File: src/rtl/pcbl_pkg.sv
package pcbl_pkg;

    typedef enum logic [2:0] {
        OC_EXEC       = 3'd0,
        OC_UNDEF      = 3'd1,
        OC_TO_UNPRIV  = 3'd2,
        OC_TO_PRELOAD = 3'd3,
        OC_COND_FAIL  = 3'd4
    } outcome_e;

    typedef enum logic [1:0] {
        S_IDLE     = 2'd0,
        S_REQ      = 2'd1,
        S_WAIT_RSP = 2'd2,
        S_WRITE    = 2'd3
    } seq_e;

    localparam int unsigned INSTR_W = 32;
    localparam int unsigned IMM_W   = 12;
    localparam int unsigned REG_W   = 4;

    typedef struct packed {
        outcome_e           outcome;
        logic               add;
        logic [REG_W-1:0]   rt;
        logic [IMM_W-1:0]   imm;
    } dec_t;

endpackage

File: src/rtl/pcbl_decode.sv
module pcbl_decode
    import pcbl_pkg::*;
(
    input  logic               enc_wide,
    input  logic [INSTR_W-1:0] instr,
    input  logic               cond_pass,
    output dec_t               dec
);

    localparam logic [REG_W-1:0] PC_REG = '1;

    logic     wide_fixed_ok;
    logic     pair_fixed_ok;
    logic     p_bit;
    logic     w_bit;
    outcome_e wide_cls;
    outcome_e pair_cls;
    outcome_e enc_cls;

    // Fixed-pattern match for each form
    always_comb begin
        wide_fixed_ok = (instr[31:28] != 4'hF) && (instr[27:25] == 3'b010) &&
                        instr[22] && instr[20] && (instr[19:16] == 4'hF);
        pair_fixed_ok = (instr[31:24] == 8'hF8) && (instr[22:20] == 3'b001) &&
                        (instr[19:16] == 4'hF);
        p_bit = instr[24];
        w_bit = instr[21];
    end

    // Wide form: redirect before generic write-back reject
    always_comb begin
        if (!wide_fixed_ok) begin
            wide_cls = OC_UNDEF;
        end else if (!p_bit && w_bit) begin
            wide_cls = OC_TO_UNPRIV;
        end else if (!p_bit || w_bit) begin
            wide_cls = OC_UNDEF;
        end else if (instr[15:12] == PC_REG) begin
            wide_cls = OC_UNDEF;
        end else begin
            wide_cls = OC_EXEC;
        end
    end

    // Compact form: destination 15 goes to the preload sibling
    always_comb begin
        if (!pair_fixed_ok) begin
            pair_cls = OC_UNDEF;
        end else if (instr[15:12] == PC_REG) begin
            pair_cls = OC_TO_PRELOAD;
        end else begin
            pair_cls = OC_EXEC;
        end
    end

    always_comb begin
        enc_cls = enc_wide ? wide_cls : pair_cls;
        dec.outcome = enc_cls;
        if (enc_cls == OC_EXEC && !cond_pass) begin
            dec.outcome = OC_COND_FAIL;
        end
        // U, Rt and imm12 share bit positions in both forms
        dec.add = instr[23];
        dec.rt  = instr[15:12];
        dec.imm = instr[11:0];
    end

    always_comb begin
        if (dec.outcome == OC_TO_PRELOAD) begin
            assert (!enc_wide)
                else $error("AST_PRELOAD_ONLY_COMPACT failed");
        end
    end

endmodule

File: src/rtl/pcbl_addr.sv
module pcbl_addr #(
    parameter int unsigned ADDR_W     = 32,
    parameter int unsigned IMM_W      = 12,
    parameter int unsigned ALIGN_BITS = 2
) (
    input  logic [ADDR_W-1:0] pc_val,
    input  logic [IMM_W-1:0]  imm,
    input  logic              add,
    output logic [ADDR_W-1:0] addr
);

    localparam logic [ADDR_W-1:0] LOW_MASK = ADDR_W'((64'd1 << ALIGN_BITS) - 64'd1);

    logic [ADDR_W-1:0] base;
    logic [ADDR_W-1:0] offset;

    generate
        if (ALIGN_BITS == 0) begin : g_no_align
            assign base = pc_val;
        end else begin : g_align
            assign base = pc_val & ~LOW_MASK;
        end
    endgenerate

    assign offset = {{(ADDR_W-IMM_W){1'b0}}, imm};

    // Modulo 2^ADDR_W arithmetic by truncation
    always_comb begin
        if (add) begin
            addr = base + offset;
        end else begin
            addr = base - offset;
        end
    end

endmodule

File: src/rtl/pcbl_seq.sv
module pcbl_seq
    import pcbl_pkg::*;
#(
    parameter int unsigned ADDR_W = 32,
    parameter int unsigned DATA_W = 32,
    parameter int unsigned BYTE_W = 8
) (
    input  logic              clk,
    input  logic              rst_n,
    input  logic              start,
    input  dec_t              dec,
    input  logic [ADDR_W-1:0] addr_in,
    output logic              mem_req,
    output logic [ADDR_W-1:0] mem_addr,
    input  logic              mem_ready,
    input  logic              rsp_valid,
    input  logic [BYTE_W-1:0] rsp_data,
    output logic              rd_we,
    output logic [REG_W-1:0]  rd_idx,
    output logic [DATA_W-1:0] rd_data,
    output logic              busy,
    output logic              done,
    output logic [2:0]        status
);

    localparam int unsigned PAD_W = DATA_W - BYTE_W;

    seq_e              state_q;
    seq_e              state_d;
    logic [ADDR_W-1:0] addr_q;
    logic [REG_W-1:0]  rt_q;
    outcome_e          code_q;
    logic              short_q;
    logic [BYTE_W-1:0] byte_q;
    logic              launch;

    assign launch = (state_q == S_IDLE) && start;

    // Next-state selection
    always_comb begin
        state_d = state_q;
        unique case (state_q)
            S_IDLE: begin
                if (launch && dec.outcome == OC_EXEC) begin
                    state_d = S_REQ;
                end
            end
            S_REQ: begin
                if (mem_ready) begin
                    state_d = S_WAIT_RSP;
                end
            end
            S_WAIT_RSP: begin
                if (rsp_valid) begin
                    state_d = S_WRITE;
                end
            end
            S_WRITE: begin
                state_d = S_IDLE;
            end
        endcase
    end

    // State register
    always_ff @(posedge clk or negedge rst_n) begin
        if (!rst_n) begin
            state_q <= S_IDLE;
        end else begin
            state_q <= state_d;
        end
    end

    // Captured operands and result
    always_ff @(posedge clk or negedge rst_n) begin
        if (!rst_n) begin
            addr_q  <= '0;
            rt_q    <= '0;
            code_q  <= OC_EXEC;
            short_q <= 1'b0;
            byte_q  <= '0;
        end else begin
            short_q <= 1'b0;
            if (launch) begin
                addr_q  <= addr_in;
                rt_q    <= dec.rt;
                code_q  <= dec.outcome;
                short_q <= (dec.outcome != OC_EXEC);
            end
            if (state_q == S_WAIT_RSP && rsp_valid) begin
                byte_q <= rsp_data;
            end
        end
    end

    // Outputs
    always_comb begin
        busy     = (state_q != S_IDLE);
        mem_req  = (state_q == S_REQ);
        mem_addr = addr_q;
        rd_we    = (state_q == S_WRITE);
        rd_idx   = rt_q;
        rd_data  = {{PAD_W{1'b0}}, byte_q};
        done     = rd_we || short_q;
        status   = code_q;
    end

    AST_REQ_HELD: assert property (@(posedge clk) disable iff (!rst_n)
        mem_req && !mem_ready |=> mem_req && $stable(mem_addr));

    AST_SHORT_NO_ACCESS: assert property (@(posedge clk) disable iff (!rst_n)
        done && (status != 3'd0) |-> !busy && !mem_req && !rd_we);

    AST_WRITE_PULSE: assert property (@(posedge clk) disable iff (!rst_n)
        rd_we |=> !rd_we && !busy);

    AST_WRITE_DATA: assert property (@(posedge clk) disable iff (!rst_n)
        rd_we |-> $past(rsp_valid) && (rd_data == {{PAD_W{1'b0}}, $past(rsp_data)}));

    AST_BUSY_ENTRY: assert property (@(posedge clk) disable iff (!rst_n)
        $rose(busy) |-> mem_req);

    AST_NO_EARLY_RSP: assert property (@(posedge clk) disable iff (!rst_n)
        mem_req |=> !rd_we);

    AST_START_IGNORED: assert property (@(posedge clk) disable iff (!rst_n)
        busy && !rd_we |=> busy);

endmodule

File: src/rtl/pcbyte_load_unit.sv
module pcbyte_load_unit
    import pcbl_pkg::*;
#(
    parameter int unsigned ADDR_W     = 32,
    parameter int unsigned DATA_W     = 32,
    parameter int unsigned BYTE_W     = 8,
    parameter int unsigned ALIGN_BITS = 2
) (
    input  logic              clk,
    input  logic              rst_n,
    input  logic              start,
    input  logic              enc_wide,
    input  logic [31:0]       instr,
    input  logic [ADDR_W-1:0] pc_val,
    input  logic              cond_pass,
    output logic              mem_req,
    output logic [ADDR_W-1:0] mem_addr,
    input  logic              mem_ready,
    input  logic              mem_rsp_valid,
    input  logic [BYTE_W-1:0] mem_rsp_data,
    output logic              rd_we,
    output logic [3:0]        rd_idx,
    output logic [DATA_W-1:0] rd_data,
    output logic              busy,
    output logic              done,
    output logic [2:0]        status
);

    dec_t              dec;
    logic [ADDR_W-1:0] ea;

    pcbl_decode u_decode (
        .enc_wide  (enc_wide),
        .instr     (instr),
        .cond_pass (cond_pass),
        .dec       (dec)
    );

    pcbl_addr #(
        .ADDR_W     (ADDR_W),
        .IMM_W      (IMM_W),
        .ALIGN_BITS (ALIGN_BITS)
    ) u_addr (
        .pc_val (pc_val),
        .imm    (dec.imm),
        .add    (dec.add),
        .addr   (ea)
    );

    pcbl_seq #(
        .ADDR_W (ADDR_W),
        .DATA_W (DATA_W),
        .BYTE_W (BYTE_W)
    ) u_seq (
        .clk       (clk),
        .rst_n     (rst_n),
        .start     (start),
        .dec       (dec),
        .addr_in   (ea),
        .mem_req   (mem_req),
        .mem_addr  (mem_addr),
        .mem_ready (mem_ready),
        .rsp_valid (mem_rsp_valid),
        .rsp_data  (mem_rsp_data),
        .rd_we     (rd_we),
        .rd_idx    (rd_idx),
        .rd_data   (rd_data),
        .busy      (busy),
        .done      (done),
        .status    (status)
    );

endmodule

File: config.mk
export PLATFORM = sky130hd
export DESIGN_NAME = pcbyte_load_unit
export DESIGN_NICKNAME = d
export VERILOG_FILES = /design/src/rtl/pcbl_pkg.sv /design/src/rtl/pcbl_decode.sv /design/src/rtl/pcbl_addr.sv /design/src/rtl/pcbl_seq.sv /design/src/rtl/pcbyte_load_unit.sv
export SDC_FILE = /design/constraint.sdc
export NUM_CORES = 1
export LEC_CHECK = 0
export ABC_CLOCK_PERIOD_IN_PS = 2100
export BUFFER_PORTS_ARGS = -buffer_cell sky130_fd_sc_hd__buf_2
export CAP_MARGIN = 20
export CORE_MARGIN = 1
export CORE_UTILIZATION = 50
export DETAILED_ROUTE_END_ITERATION = 16
export MAX_ROUTING_LAYER = met4
export PLACE_DENSITY = 0.87
export RECOVER_POWER = 50
export SLEW_MARGIN = 20
export SYNTH_ARGS = -nofsm -noshare
export SYNTH_HDL_FRONTEND = slang
export SYNTH_SLANG_ARGS = --single-unit
File: constraint.sdc
create_clock -name clk -period 2.1 [get_ports clk]
set_input_delay 0.42 -clock clk [delete_from_list [all_inputs] [get_ports clk]]
set_output_delay 0.42 -clock clk [all_outputs]
set_load 0.05 [all_outputs]
After elaboration in Yosys (flattened, before gate mapping) --
Cells that the tools add are included.
Word-level totals: register bits 50, input port bits 79, output and inout bits 75, word-level logic and storage cells 55
Operators by class: add/sub/neg operators 2, eq/ne operators 12, multiplexer cells 14, reduce and logical (&&, ||, !) cells 21
Operator list (count):
- $add A32 B12 Y32 | 1
- $mux W32 | 1
- $sub A32 B12 Y32 | 1
- $mux W3 | 6
- $logic_and A1 B1 Y1 | 11
- $eq A4 B4 Y1 const B | 2
- $eq A8 B8 Y1 const B | 1
- $mux W2 | 4
- $pmux W2 S4 | 1
- $logic_not A3 Y1 | 2
- $eq A2 B2 Y1 const B | 2
- $ne A2 B2 Y1 const B | 2
- $ne A4 B4 Y1 const B | 1
- $eq A3 B1 Y1 const B | 1
- $eq A3 B2 Y1 const B | 1
- $reduce_and A3 Y1 | 1
- $reduce_bool A3 Y1 | 1
- $eq A2 B1 Y1 const B | 1
- $logic_not A1 Y1 | 2
- $logic_not A2 Y1 | 1
- $logic_or A1 B1 Y1 | 2
- $mux W1 | 2
- $ne A2 B1 Y1 const B | 1
- $reduce_bool A2 Y1 | 1

Longest topological paths before layout --
word-level depth 14, mapped depth 10

Cells and area by module --
A second synthesis with hierarchy kept.
Second synthesis, totals: cell total of the unflattened synthesis 441, area total of the unflattened synthesis 4240.3 µm²
By module, submodules not included:
- pcbl_seq | times used 1, cells an instance 144, area an instance 2119.5 µm²
- pcbl_addr | times used 1, cells an instance 263, area an instance 1813.0 µm²
- pcbl_decode | times used 1, cells an instance 34, area an instance 307.8 µm²

Worst setup path before layout --
Ideal clock, no wire load.
kind input to register, start point input instr[2], end point register u_seq.addr_q[16], in the netlist u_seq.mem_addr[16], setup time 124 ps, arrival 2332 ps, slack -356 ps, stages on the path 10, path buffers 0, cell sequence ha_1 > inv_1 > fa_1 > o21bai_2 > a31oi_2 > a2111oi_4 > o21ai_2 > o32ai_2 > xnor2_1 > o21ai_1
On the way: longest elaborated chain between the ends 2
Ends and longest elaborated chain:
- start: declaration | RTL line pcbyte_load_unit.sv:13 | input logic [31:0] instr,
- $sub A32 B12 Y32 / $add A32 B12 Y32 (equally long branches) | RTL line pcbl_addr.sv:32, pcbl_addr.sv:30
- $mux W32 (*) | RTL line pcbl_addr.sv:29 | if (add) begin
- end signal: assignment | RTL line pcbl_seq.sv:84 | addr_q <= addr_in;
- end: declaration | RTL line pcbl_seq.sv:30 | logic [ADDR_W-1:0] addr_q;
Mark *: on every way between the ends. The rest lies on a longest branch, timed or not. A chain may end at the register's enable or synchronous reset.

Final worst setup path --
Same ends and word-level chain as after synthesis.

==> reports/results.tsv <==
stage	metric	value	unit
status	status	finished with violations	
status	failing checks	negative setup slack	
synthesis	mean post-synth cell area	8.84	um^2
die	Initial Util	0.519	
detailed_routing	drt via density	5.49	
global_route	first-pass GRT wire length	17600	um
die	CORE AREA	0.00773	mm^2
synthesis	Yosys reg bits	50	
clock_tree	CTS Hold Bufs	0	
power	LEAKAGE	2.64	nW
detailed_routing	drt total wl	11500	um
sta	max-slew violations	0	
detailed_routing	TritonRoute pass-1 iters	5	
critical_path	CP Capture Type	register	
sta	Slew @ Worst Pin	1.12	ns
finish	share of cells above drive strength 1	0.442	
die	Die Wd	91.6	um
sta	final setup TNS	-0.986	ns
global_route	Overflow after GRT	0	
finish	most frequent cells in the layout	buf_2, buf_4, dfrtp_1, nand2_1, o21ai_1	
critical_path	Critical Path RT	2.29	ns
clock_tree	clk buf depth	2	
sta	Final WS setup	-0.107	ns
detailed_routing	post-route ant nets	0	
die	io pins	154	
synthesis	register area share after synthesis	0.312	
detailed_routing	Iteration-0 DRC Markers	188	
synthesis	synth warn	0	
finish	commonest non-fill, non-tap cell in the layout	buf_2	
critical_path	CP Class	input port to register	
clock_tree	CTS H-tree depth	2	
clock_tree	Clock Latency Late Sink	0.31	ns
critical_path	WP data arrival	2.40	ns
detailed_routing	DR WL/cell	15.3	um
job	max-cap violations	0	
clock_tree	clk sinks	50	
critical_path	Setup crit start kind	input port	
worst_hold_path	HP Class	input port to async pin	
critical_path	Setup crit start	instr[2]	
finish	final-layout fill cell count	528	
die	full die area	0.00839	mm^2
clock_tree	CTS buffer count	5	
placement	GP Congestion	0.918	
critical_path	CP max stage delay	0.38	ns
die	number of core rows	32	
global_route	vias in the first global route	3873	
global_route	initial antenna violation count	0	
synthesis	post-synth top area cell	dfrtp_1	
die	DIE HEIGHT	91.6	um
placement	PortBufs	127	
global_route	total track usage	0.266	
sta	Slew Limit Headroom	0.253	
sta	Layout Skew	0.00473	ns
critical_path	FF-to-FF Start	u_seq.state_q[0]	
sta	fin crit period	2.21	ns
critical_path	Crit-path slowest cell	fa_2	
critical_path	Reg2Reg Capture Point	u_seq.state_q[1]	
synthesis	Mapped Cells	454	
clock_tree	TritonCTS clock tree	done	
sta	Hold Vio Cnt, Final	0	
critical_path	crit path capture	u_seq.mem_addr[16]	
synthesis	EDFF count, synth	0	
clock_tree	Reg clk slew, reported paths	0.10	ns
finish	area occupied by multi-input gates	0.00280	mm^2
placement	DP Wirelength	8680	um
detailed_routing	DRC	0	
finish	nets@finish	754	
finish	n_diodes	0	
finish	Layout Area Growth over Synthesis	42.0	%
power	Cell Pwr Density	1070	mW/mm^2
critical_path	crit-path max FO	5	
synthesis	main area contributors after synthesis	dfrtp_1, ha_1, xnor2_1, nand2_1, buf_4	
critical_path	r2r worst-path depth	6	
sta	count of final setup violators	16	
detailed_routing	vias	4122	
power	peak supply drop	0.591	mV
synthesis	Primary FF master, synth	dfrtp_1	
sta	fmax	453	MHz
synthesis	Netlist cell types	78	
clock_tree	Root Buffer	clkbuf_8	
finish	fin area	0.00570	mm^2
critical_path	critical-path cell list	buf_8 > ha_4 > inv_2 > fa_2 > o21bai_4 > a31oi_4 > a2111oi_4 > buf_6 > o21ai_4 > o32ai_2 > xnor2_1 > o21ai_1	
finish	Register Area	0.00125	mm^2
placement	DP Area	0.00528	mm^2
synthesis	Synth top area share	0.312	
synthesis	synthesized cell area	0.00401	mm^2
global_route	largest net degree at the start of global routing	63	
sta	final worst-path cycle share	1.05	
sta	RSZ-0062 raised after global routing	true	
critical_path	reg-to-reg setup timing slack	0.46	ns
synthesis	Async S/R FF share, synth	1.00	
-- report_power, final --
| group | internal [W] | total (W) | switching [W] | leakage (nW) |
|---|---|---|---|---|
| Combinational | 0.00103 | 0.00375 | 0.00272 | 1.96 |
| Clock | 0.000392 | 0.000734 | 0.000342 | 0.0618 |
| Sequential | 0.00140 | 0.00165 | 0.000241 | 0.617 |
-- synthesized netlist by cell type (all sizes together), types with 6 or more instances --
cell type and count:
a21oi 22, a22oi 6, buf 28, clkbuf 11, dfrtp 50, ha 26
inv 30, mux2 15, nand2 52, nand2b 6, nand3 7, nand4 8
nor2 12, nor3 20, o211ai 8, o21ai 53, o31ai 7, xnor2 23
-- state kept, by name, summed over array words and instances (netlist names) --
register	cells
u_seq.short_q	1
u_seq.rd_idx	4
u_seq.status	3
u_seq.state_q	2
u_seq.mem_addr	32
u_seq.byte_q	8
-- logic make-up (layout without fill, tap and decap cells) --
kind of cell / count (synthesis) / in the layout / share of synthesized area
simple gates: 132 / 132 / 0.169
other cells: 1 / 24 / 0.000934
xor+xnor: 27 / 27 / 0.0589
buf+inv: 71 / 243 / 0.104
flops: 50 / 50 / 0.312
fa+ha+maj: 27 / 27 / 0.0860
compound gates: 129 / 129 / 0.223
mux: 17 / 17 / 0.0471
-- worst min path at each step --
stage | depth (start not counted) | endpoint | from | slack, ns
detailed placement | 1 | u_seq.mem_addr[22] | rst_n | 0.40
floorplan | 0 | u_seq.byte_q[0] | rst_n | 0.12
CTS | 1 | u_seq.mem_addr[22] | rst_n | 0.06
global placement | 1 | u_seq.mem_addr[22] | rst_n | 0.39
finish | 1 | u_seq.mem_addr[22] | rst_n | 0.29
global route | 2 | u_seq.short_q | cond_pass | 0.32
-- metrics by stage --
stage / util / hold WS (ns) / worst slack, ns / power, W / cells
after floorplan: - / 0.124 / -0.179 / 0.00442 / 477
after global placement: 0.683 / 0.391 / -0.452 / 0.00523 / 738
after detailed placement: 0.683 / 0.398 / -0.490 / 0.00534 / 738
after CTS: 0.711 / 0.0600 / -0.0666 / 0.00610 / 747
after global routing: 0.738 / 0.320 / -0.195 / 0.00644 / 751
final: 0.738 / 0.294 / -0.107 / 0.00613 / 751
-- layout make-up --
class / count / area share
multi-input cells: 356 / 0.492
repair buffers: 204 / 0.225
flip-flops and latches: 50 / 0.219
well taps: 102 / 0.0224
inverters: 31 / 0.0204
clock buffers: 6 / 0.0145
clock inverters: 2 / 0.00680
-- per-layer routing --
metal  vias up  track usage  wire length [um]  part of all wire
met5         -            -                 0                 0
met3        27       0.0293               675             0.059
met2       179        0.467              6060              0.53
li1       1964            -                 -                 -
met1      1952        0.318              4520              0.39
met4         0       0.0833               269             0.023
-- timing repair --
item | 4_1_cts | 5_1_grt
setup endpoints to repair | 22 | 23
gates cloned | 0 | 0
resized for setup | 21 | 49
setup buffers | 1 | 5
pin swaps | 16 | 37
-- critical path: cells and delay by family --
family / cells / cell delay (ns)
adders and majority gates: 2 / 0.51
xor gates and xnor gates: 1 / 0.15
buffers and inverters: 3 / 0.31
AOI/OAI and AO/OA: 6 / 1.02
(Power assumes the default switching activity.)
